## src/rtl/shift_policy_unit.sv

```systemverilog
module shift_policy_unit #(
  parameter int WIDTH      = 32,
  parameter int CNT_W      = 8,
  parameter bit REGISTERED = 1'b1
) (
  input  logic             clk,
  input  logic             rst_n,
  input  logic             in_valid,
  input  logic [WIDTH-1:0] operand,
  input  logic [CNT_W-1:0] count,
  input  logic [1:0]       op,
  input  logic             wrap_mode,
  output logic             out_valid,
  output logic [WIDTH-1:0] result
);
  localparam int SH_W = $clog2(WIDTH);

  localparam logic [1:0] OP_SHL = 2'b00;
  localparam logic [1:0] OP_SHR = 2'b01;
  localparam logic [1:0] OP_ROL = 2'b10;

  logic [SH_W-1:0] amt_l, amt_r, low_cnt;
  logic            high_set, kill;
  logic [WIDTH-1:0] lft [0:SH_W];
  logic [WIDTH-1:0] rgt [0:SH_W];
  logic [WIDTH-1:0] comb_res;

  assign low_cnt  = count[SH_W-1:0];
  assign high_set = |count[CNT_W-1:SH_W];
  assign amt_l    = low_cnt;
  assign amt_r    = (op == OP_ROL) ? SH_W'(0 - low_cnt) : low_cnt;
  assign kill     = !wrap_mode && high_set && (op != OP_ROL);

  assign lft[0] = operand;
  assign rgt[0] = operand;

  for (genvar i = 0; i < SH_W; i++) begin : g_stage
    assign lft[i+1] = amt_l[i] ? (lft[i] << (1 << i)) : lft[i];
    assign rgt[i+1] = amt_r[i] ? (rgt[i] >> (1 << i)) : rgt[i];
  end

  always_comb begin
    case (op)
      OP_SHL:  comb_res = kill ? '0 : lft[SH_W];
      OP_SHR:  comb_res = kill ? '0 : rgt[SH_W];
      OP_ROL:  comb_res = lft[SH_W] | rgt[SH_W];
      default: comb_res = '0;
    endcase
  end

  if (REGISTERED) begin : g_reg
    always_ff @(posedge clk or negedge rst_n) begin
      if (!rst_n) begin
        out_valid <= 1'b0;
        result    <= '0;
      end else begin
        out_valid <= in_valid;
        if (in_valid) result <= comb_res;
      end
    end

    AST_VALID_LATENCY: assert property (@(posedge clk) disable iff (!rst_n)
      1'b1 |=> (out_valid == $past(in_valid)));
    AST_RESERVED_ZERO: assert property (@(posedge clk) disable iff (!rst_n)
      (in_valid && op == 2'b11) |=> (result == '0));
    AST_FULL_OOR_ZERO: assert property (@(posedge clk) disable iff (!rst_n)
      (in_valid && !wrap_mode && |count[CNT_W-1:SH_W] && op[1] == 1'b0) |=> (result == '0));
    AST_ROT_ZERO_IDENT: assert property (@(posedge clk) disable iff (!rst_n)
      (in_valid && op == OP_ROL && count[SH_W-1:0] == '0) |=> (result == $past(operand)));
    AST_WRAP_ZERO_IDENT: assert property (@(posedge clk) disable iff (!rst_n)
      (in_valid && wrap_mode && op[1] == 1'b0 && count[SH_W-1:0] == '0) |=> (result == $past(operand)));
    AST_HOLD_IDLE: assert property (@(posedge clk) disable iff (!rst_n)
      !in_valid |=> $stable(result));
  end else begin : g_comb
    assign out_valid = in_valid;
    assign result    = comb_res;
  end
endmodule

```

## config.mk

```make
export PLATFORM = sky130hd
export DESIGN_NAME = shift_policy_unit
export DESIGN_NICKNAME = d
export VERILOG_FILES = /design/src/rtl/shift_policy_unit.sv
export SDC_FILE = /design/constraint.sdc
export NUM_CORES = 1
export LEC_CHECK = 0
export ABC_AREA = 1
export CORE_AREA = 2 2 100 102
export CTS_CLUSTER_DIAMETER = 30
export DETAILED_ROUTE_END_ITERATION = 8
export DIE_AREA = 0 0 102 104
export GPL_ROUTABILITY_DRIVEN = 0
export PLACE_DENSITY = 0.83
export SYNTH_ARGS = -nofsm -noshare
export SYNTH_HDL_FRONTEND = slang
export SYNTH_SLANG_ARGS = --single-unit
```

## constraint.sdc

```tcl
create_clock -name clk -period 1.1 [get_ports clk]
set_clock_uncertainty 0.2 [all_clocks]
set_input_delay 0.165 -clock clk [delete_from_list [all_inputs] [get_ports clk]]
set_output_delay 0.165 -clock clk [all_outputs]
set_load 0.01 [all_outputs]
```

==> impl_metrics.py, run 1 <==
metrics = {
    "status": {
        "outcome": "stopped before the end",
        "haltStage": "global routing",
        "stop_error": "[ERROR GRT-0232] Routing congestion too high. Check the congestion heatmap in the GUI.",
    },
    "synthesis": {
        "synth-seq-cells": 33,
        "yosys.area.top_type": "nand2_1",
        "synthTopCellsByArea": "nand2_1 33%, nand3_1 25%, dfrtp_1 18%",
        "muxShareOfSynthArea": 0.002144,
        "synth_top_family_by_area": "simple AND/OR/NAND/NOR gates",
        "ys_seq_area_frac": 0.1768,
        "synthFlopType": "dfrtp_1",
        "avgSynthCellArea_sq_um": 5.076,
        "yosysMostFrequentCell": "nand2_1",
        "ys_async_sr_fraction": 1.000,
        "synth_area_sq_um": 4669,
        "yosysUniqueCellTypes": 26,
        "synthSimpleGateAreaFrac": 0.6492,
        "syn_nets": 967,
        "synth_top_area_frac": 0.3336,
        "synth_edf_count": 0,
        "synthAdderAreaFrac": 0.002680,
        "synth_cells": 920,
        "synth_compound_area_frac": 0.07074,
        "synth_xor_area_frac": 0,
        "yosysWarningCount": 0,
        "synth_top_cells_by_count": "415 x nand2_1, 234 x nand3_1, 57 x nor2_1",
    },
    "global_routing": {
        "grt.overflow.total": 773,
        "grt_max_degree": 37,
        "grt_usage": 0.9831,
    },
    "die": {
        "placementRows": 36,
        "die_x_um": 102,
        "die-height_um": 104,
        "initial_core_util": 0.4890,
        "top_level_ports": 79,
    },
    "clocking": {
        "clockRootBuffer": "clkbuf_8",
        "cts_buffers": 5,
        "clock-sinks": 33,
        "clk_path_buf_depth": 2,
        "cts_hold_buffers": 0,
        "cts_max_level": 2,
    },
    "sta": {
        "endpoint_type": "register input",
        "grt-worst-endpoint": "result[11]$_DFFE_PN0P_/D",
    },
    "placed_design": {
        "numPortBuffers": 78,
        "post-dp-hpwl_mm": 14.36,
    },
}
==> metal layers <==
layer  GRT overflow  global-route usage
met1              3              0.8948
met5              1              0.4308
met3             12              0.7890
met2            534               1.202
met4            223               1.119
==> through the flow <==
step                cell area (sq um)  setup WS, ps  cells
CTS                              8120        -587.6   1234
detailed placement               6379         -1495   1166
global placement                 6379         -1468   1166
floorplan                        4999        -777.3    920
==> repair_timing <==
item                       in CTS
pin swaps                      98
buffers inserted               44
gates cloned                   18
resized for setup             454
setup endpoints to repair      65
==> logic make-up after synthesis <==
kind of cell | after synthesis
simple gates | 719
compound gates | 59
fa+ha+maj | 1
flops | 33
mux | 1
buf+inv | 107
==> run 2, diff against run 1 <==
--- a/config.mk
+++ b/config.mk
@@ -6,12 +6,11 @@
 export NUM_CORES = 1
 export LEC_CHECK = 0
 export ABC_AREA = 1
-export CORE_AREA = 2 2 100 102
-export CTS_CLUSTER_DIAMETER = 30
+export CORE_AREA = 2 2 119 121
 export DETAILED_ROUTE_END_ITERATION = 8
-export DIE_AREA = 0 0 102 104
+export DIE_AREA = 0 0 121 123
 export GPL_ROUTABILITY_DRIVEN = 0
-export PLACE_DENSITY = 0.83
+export PLACE_DENSITY_LB_ADDON = 0.15
 export SYNTH_ARGS = -nofsm -noshare
 export SYNTH_HDL_FRONTEND = slang
 export SYNTH_SLANG_ARGS = --single-unit
==> impl_metrics.py, run 2 <==
metrics = {
    "sta": {
        "slew_headroom": 0.7860,
        "rsz0062_at_grt": "true",
        "tightest_slew_ps": 318.8,
        "setup_viol": 65,
        "fin_crit_sh": 1.621,
        "setup_ws_ps": -682.7,
        "drv_slew": 0,
        "period_minus_slack_ps": 1783,
        "report.final.hold_viol_count": 0,
        "clock.fmax_mhz": 561.0,
    },
    "synthesis": {
        "synth_compound_area_frac": 0.07074,
        "synth_xor_area_frac": 0,
        "muxShareOfSynthArea": 0.002144,
        "synth_cells": 920,
        "synthSimpleGateAreaFrac": 0.6492,
        "synth_top_area_frac": 0.3336,
        "synth_top_cells_by_count": "415 x nand2_1, 234 x nand3_1, 57 x nor2_1",
        "synth_area_sq_um": 4669,
        "synthFlopType": "dfrtp_1",
        "synth_top_family_by_area": "simple AND/OR/NAND/NOR gates",
        "yosysWarningCount": 0,
        "synthTopCellsByArea": "nand2_1 33%, nand3_1 25%, dfrtp_1 18%",
        "synthAdderAreaFrac": 0.002680,
        "yosys.area.top_type": "nand2_1",
        "ys_async_sr_fraction": 1.000,
        "yosysMostFrequentCell": "nand2_1",
        "avgSynthCellArea_sq_um": 5.076,
        "synth_edf_count": 0,
        "synth-seq-cells": 33,
        "yosysUniqueCellTypes": 26,
        "syn_nets": 967,
        "ys_seq_area_frac": 0.1768,
    },
    "drt": {
        "drt-wirelength-per-cell_um": 19.30,
        "drt_iter0_drc": 817,
        "viasPerCell": 5.843,
        "dr.pass1.iters": 6,
        "ant_nets": 0,
        "drt-total-wl_mm": 24.97,
        "drc": 0,
        "vias": 7561,
    },
    "placed_design": {
        "numPortBuffers": 78,
        "post-dp-hpwl_mm": 16.18,
        "placedCellCount": 1225,
        "place_ws_ps": -1543,
    },
    "worst_setup_path": {
        "crit_family": "simple AND/OR/NAND/NOR gates",
        "crit_path_top_delay_cell": "dlygate4sd2_1",
        "critPathRequiredTime_ps": 1110,
        "start_kind": "primary input",
        "endpoint_kind": "flip-flop",
        "critPathMaxStageDelay_ps": 230,
        "crit_chain": "dlygate4sd2_1 -> or2_4 -> o21ai_4 -> buf_6 -> a21oi_4 -> buf_12 -> buf_6 -> nor2_4 -> nand3_2 -> nand3_2 -> nand2_1 -> nand2_1",
        "arrival_ps": 1800,
        "worstSetupPathType": "in2reg",
        "crit_buf_inv": 4,
        "cp_max_fo": 4,
        "r2r_setup_slack_ps": 50,
    },
    "die": {
        "die_x_um": 121,
        "die-height_um": 123,
        "core_sq_um": 13610,
        "initial_core_util": 0.3430,
        "placementRows": 43,
        "top_level_ports": 79,
        "die-area_sq_um": 14880,
    },
    "power_and_ir_drop": {
        "peakVddDrop_uv": 641.0,
        "power.share.switching": 0.4446,
        "switchingPower_uw": 3374,
        "p_clk_frac": 0.178,
        "internal-power_uw": 4215,
        "total_power_uw": 7589,
        "power_frac_seq": 0.194,
        "leakagePower_uw": 0.004617,
        "comb_power_share": 0.628,
        "power_density_nw_per_um2": 854.0,
    },
    "clocking": {
        "tritoncts": "done",
        "clock_latency_ps": 270,
        "clk_path_buf_depth": 2,
        "cts_max_level": 2,
        "clock-sinks": 33,
        "path_clk_slew_ps": 60,
        "cts_buffers": 5,
        "clockRootBuffer": "clkbuf_16",
        "cts_hold_buffers": 0,
    },
    "global_routing": {
        "grt_pass1_wl_mm": 36.36,
        "grt_max_degree": 34,
        "grt_usage": 0.3146,
        "grt_pass1_vias": 6916,
        "grt.overflow.total": 0,
        "antenna_found_initial": 0,
    },
    "status": {
        "violations": "setup timing",
        "outcome": "finished with violations",
    },
    "run": {
        "drv_cap": 0,
    },
    "cells_and_area": {
        "syn2layout_area_growth_pct": 90.30,
        "top_regs": "result x32, out_valid x1",
        "fillers": 1103,
        "layout-drive-gt1-share": 0.4811,
        "layout_commonest_cell": "nand2_1",
        "layoutNonFillerInstCount": 1294,
        "regMostFlops": "result",
        "mostFrequentLayoutCells": "282 x nand2_1, 121 x nand3_1, 113 x buf_4",
        "nets": 1160,
        "largest_reg_flops": 32,
        "antenna_cells": 0,
    },
    "hold_path": {
        "min_path_type": "in2async",
    },
}
[run 2: cell counts after synthesis]
No cell type changed its count.
[run 2: power by group through the flow]
stage / registers, uW / logic, uW / clock network [uW]
after global placement: 1490 / 3250 / 0
final: 1470 / 4770 / 1350
after global routing: 1480 / 5060 / 1430
after CTS: 1460 / 4130 / 1370
after floorplan: 1540 / 1800 / 0
after detailed placement: 1480 / 3260 / 0
[run 2: worst reg2reg max path, cell delays in order, from the launching register on]
cell and delay, ps:
dfrtp_1 390, buf_4 140, buf_4 120, nand2_1 50, nand2_1 40
[run 2: through the flow]
step	utilization	setup TNS [ps]	hold slack, ps	instance area, sq um
5_1_grt	0.6528	-24560	73.66	8886
3_3_place_gp	0.4805	-50530	266.4	6540
2_1_floorplan	-	-24000	-330.6	4999
4_1_cts	0.6003	-20560	65.73	8172
6_report	0.6528	-22020	50.73	8886
3_5_place_dp	0.4805	-51000	266.0	6540
[run 2: routing by layer]
| layer | global-route usage | share of wire |
|---|---|---|
| met1 | 0.4133 | 0.39 |
| met2 | 0.5176 | 0.47 |
| met3 | 0.06042 | 0.094 |
| met4 | 0.1068 | 0.053 |
| met5 | 0 | 0 |
[run 2: what timing repair did]
item / 4_1_cts / 5_1_grt
pin swaps: 104 / 85
buffers inserted: 29 / 23
setup endpoints to repair: 65 / 65
gates cloned: 14 / 0
gates resized for setup: 464 / 145
[run 2: worst paths after layout]
check | depth (start not counted) | endpoint | startpoint
worst max-delay path | 12 | result[6]$_DFFE_PN0P_ | count[5]
worst min-delay path | 2 | result[5]$_DFFE_PN0P_ | rst_n
worst max register to register | 4 | result[4]$_DFFE_PN0P_ | result[4]$_DFFE_PN0P_
worst min register to register | 2 | result[0]$_DFFE_PN0P_ | result[0]$_DFFE_PN0P_
max in group asynchronous | 2 | result[22]$_DFFE_PN0P_ | rst_n
min in group clk | 2 | result[0]$_DFFE_PN0P_ | result[0]$_DFFE_PN0P_
[run 2: cell type report]
| type | count | area (sq um) | area share |
|---|---|---|---|
| multi-input cells | 784 | 5069 | 0.5704 |
| repair buffers | 241 | 2410 | 0.2712 |
| flip-flops and latches | 33 | 825.8 | 0.09293 |
| inverters | 48 | 217.7 | 0.02450 |
| clock buffers | 6 | 128.9 | 0.01450 |
| well taps | 180 | 225.2 | 0.02534 |
| clock inverters | 2 | 10.01 | 0.001126 |
[run 2: cells by family (layout without fill, tap and decap cells)]
kind of cell | Yosys count | after routing
and+or+nand+nor | 719 | 723
buffers and inverters | 107 | 297
AOI/OAI and AO/OA | 59 | 59
DFF | 33 | 33
adders and majority gates | 1 | 1
muxes | 1 | 1
No activity file was read; power rests on OpenSTA's default activity.
==> run 3, diff against run 2 <==
==> constraint.sdc (replaced) <==
create_clock -name clk -period 1.5 [get_ports clk]
set_clock_uncertainty 0.2 [all_clocks]
set_input_delay 0.225 -clock clk [delete_from_list [all_inputs] [get_ports clk]]
set_output_delay 0.225 -clock clk [all_outputs]
set_load 0.01 [all_outputs]
==> impl_metrics.py, run 3 (synthesis gave the netlist of run 2 again) <==
metrics = {
    "die": {
        "die-height_um": 123,
        "die-area_sq_um": 14880,
        "top_level_ports": 79,
        "placementRows": 43,
        "core_sq_um": 13610,
        "die_x_um": 121,
        "initial_core_util": 0.3430,
    },
    "drt": {
        "drc": 0,
        "drt-wirelength-per-cell_um": 18.41,
        "ant_nets": 0,
        "dr.pass1.iters": 5,
        "drt_iter0_drc": 756,
        "viasPerCell": 5.594,
        "vias": 7121,
        "drt-total-wl_mm": 23.44,
    },
    "cells_and_area": {
        "layout-drive-gt1-share": 0.4584,
        "final_area_sq_um": 8761,
        "antenna_cells": 0,
        "syn2layout_area_growth_pct": 87.62,
        "mostFrequentLayoutCells": "293 x nand2_1, 109 x nand3_2, 102 x nand3_1",
        "layoutNonFillerInstCount": 1273,
        "top_regs": "result x32, out_valid x1",
        "register_area_sq_um": 825.8,
        "largest_reg_flops": 32,
        "utilization": 0.6436,
        "layout_commonest_cell": "nand2_1",
        "regMostFlops": "result",
        "multiInputGateArea_sq_um": 5070,
        "fillers": 1170,
        "nets": 1139,
    },
    "power_and_ir_drop": {
        "p_clk_frac": 0.213,
        "power_frac_seq": 0.194,
        "power.share.switching": 0.4303,
        "internal-power_uw": 3145,
        "comb_power_share": 0.593,
        "total_power_uw": 5519,
        "leakagePower_uw": 0.004432,
        "peakVddDrop_uv": 425.8,
        "switchingPower_uw": 2375,
        "power_density_nw_per_um2": 630.0,
    },
    "clocking": {
        "clockRootBuffer": "clkbuf_16",
        "clock_latency_ps": 270,
        "path_clk_slew_ps": 60,
        "cts_buffers": 5,
        "cts_max_level": 2,
        "tritoncts": "done",
        "clk_path_buf_depth": 2,
        "cts_hold_buffers": 0,
        "clock-sinks": 33,
    },
    "sta": {
        "tightest_slew_ps": 379.4,
        "setup_ws_ps": -293.9,
        "period_minus_slack_ps": 1794,
        "setup_viol": 32,
        "slew_headroom": 0.7465,
        "drv_slew": 0,
        "rsz0062_at_grt": "true",
        "fin_crit_sh": 1.196,
        "report.final.hold_viol_count": 0,
        "clock.fmax_mhz": 557.4,
    },
    "worst_setup_path": {
        "r2r_start": "result[19]$_DFFE_PN0P_",
        "reg2reg_depth": 2,
        "endpoint_kind": "flip-flop",
        "start_kind": "primary input",
        "arrival_ps": 1770,
        "critPathRequiredTime_ps": 1470,
        "cp_max_fo": 6,
        "r2r_setup_slack_ps": 650,
        "worstSetupPathType": "in2reg",
        "timing.rr.end": "result[19]$_DFFE_PN0P_",
    },
    "hold_path": {
        "min_path_type": "in2async",
    },
    "status": {
        "outcome": "finished with violations",
        "violations": "setup timing",
    },
    "run": {
        "drv_cap": 0,
    },
    "placed_design": {
        "numPortBuffers": 78,
        "place_area_sq_um": 6533,
        "place_ws_ps": -1191,
        "post-dp-hpwl_mm": 15.99,
        "placedCellCount": 1229,
    },
    "global_routing": {
        "grt_pass1_wl_mm": 35.20,
        "use_met2": 0.4891,
        "antenna_found_initial": 0,
        "grt_pass1_vias": 6664,
        "grt_use_met1": 0.4088,
        "grt_max_degree": 34,
        "met3_usage": 0.05304,
        "grt.overflow.total": 0,
        "grt_usage": 0.3023,
        "busiest_layer": "met2",
    },
}
[run 3: cell count changes in the layout (fill, tap and decap cells not counted), moves of 6 or more]
cell / before / now
buf_4: 113 / 93
buf_12: 21 / 15
nand2_4: 44 / 32
buf_2: 26 / 2
dlymetal6s2s_1: 10 / 4
clkdlybuf4s50_1: 18 / 12
inv_2: 8 / 16
dlygate4sd2_1: 11 / 55
nand3_1: 121 / 102
nand2_1: 282 / 293
nand3_2: 93 / 109
[run 3: how the worst max path moves through the flow]
stage,startpoint,endpoint,slack [ps],depth (start not counted)
2_1_floorplan,count[1],result[12]$_DFFE_PN0P_,-440,17
3_3_place_gp,count[1],result[18]$_DFFE_PN0P_,-1180,14
3_5_place_dp,count[1],result[20]$_DFFE_PN0P_,-1190,14
4_1_cts,count[1],result[8]$_DFFE_PN0P_,-230,16
5_1_grt,op[0],result[12]$_DFFE_PN0P_,-370,15
6_report,op[0],result[18]$_DFFE_PN0P_,-290,15
[run 3: layout make-up]
type	instances	area share
clock buffer	5	0.01428
multi-input combinational	783	0.5787
inverter	48	0.02285
sequential	33	0.09426
timing repair buffer	221	0.2589
tap	180	0.02571
clock inverter	3	0.005284
[run 3: what timing repair did]
action / in CTS / in global routing
setup buffers: 22 / 2
gates resized for setup: 362 / 140
pin swaps: 93 / 57
gates cloned: 11 / 5
endpoints found under the setup margin: 65 / 32
[run 3: per-layer routing]
| layer | vias up | wire [um] |
|---|---|---|
| met1 | 3336 | 9534 |
| met4 | 0 | 975 |
| met5 | - | 0 |
| met2 | 350 | 10900 |
| met3 | 81 | 2027 |
| li1 | 3354 | - |
[run 3: power groups by stage]
| stage | sequential (uW) | clock [uW] | combinational (uW) |
|---|---|---|---|
| 2_1_floorplan | 1130 | 0 | 1320 |
| 3_3_place_gp | 1090 | 0 | 2360 |
| 3_5_place_dp | 1080 | 0 | 2360 |
| 4_1_cts | 1070 | 1200 | 2920 |
| 5_1_grt | 1080 | 1240 | 3490 |
| 6_report | 1070 | 1180 | 3270 |
[run 3: worst max-delay path, stage by stage]
cell,delay [ps]
buf_6,100
buf_6,100
nor2_4,190
buf_4,150
nand3_2,90
nand2_4,140
inv_4,70
buf_4,160
buf_4,150
nand2_2,70
nand2_2,50
nand2_2,90
nand3_2,60
nand2_1,60
nand2_1,50
[run 3: stage by stage]
step           hold slack [ps]  TNS [ps]
3_5_place_dp             267.0    -35210
6_report                 116.7     -7303
5_1_grt                  144.1    -10150
4_1_cts                  123.4     -5558
2_1_floorplan           -270.6    -13120
3_3_place_gp             263.1    -34710
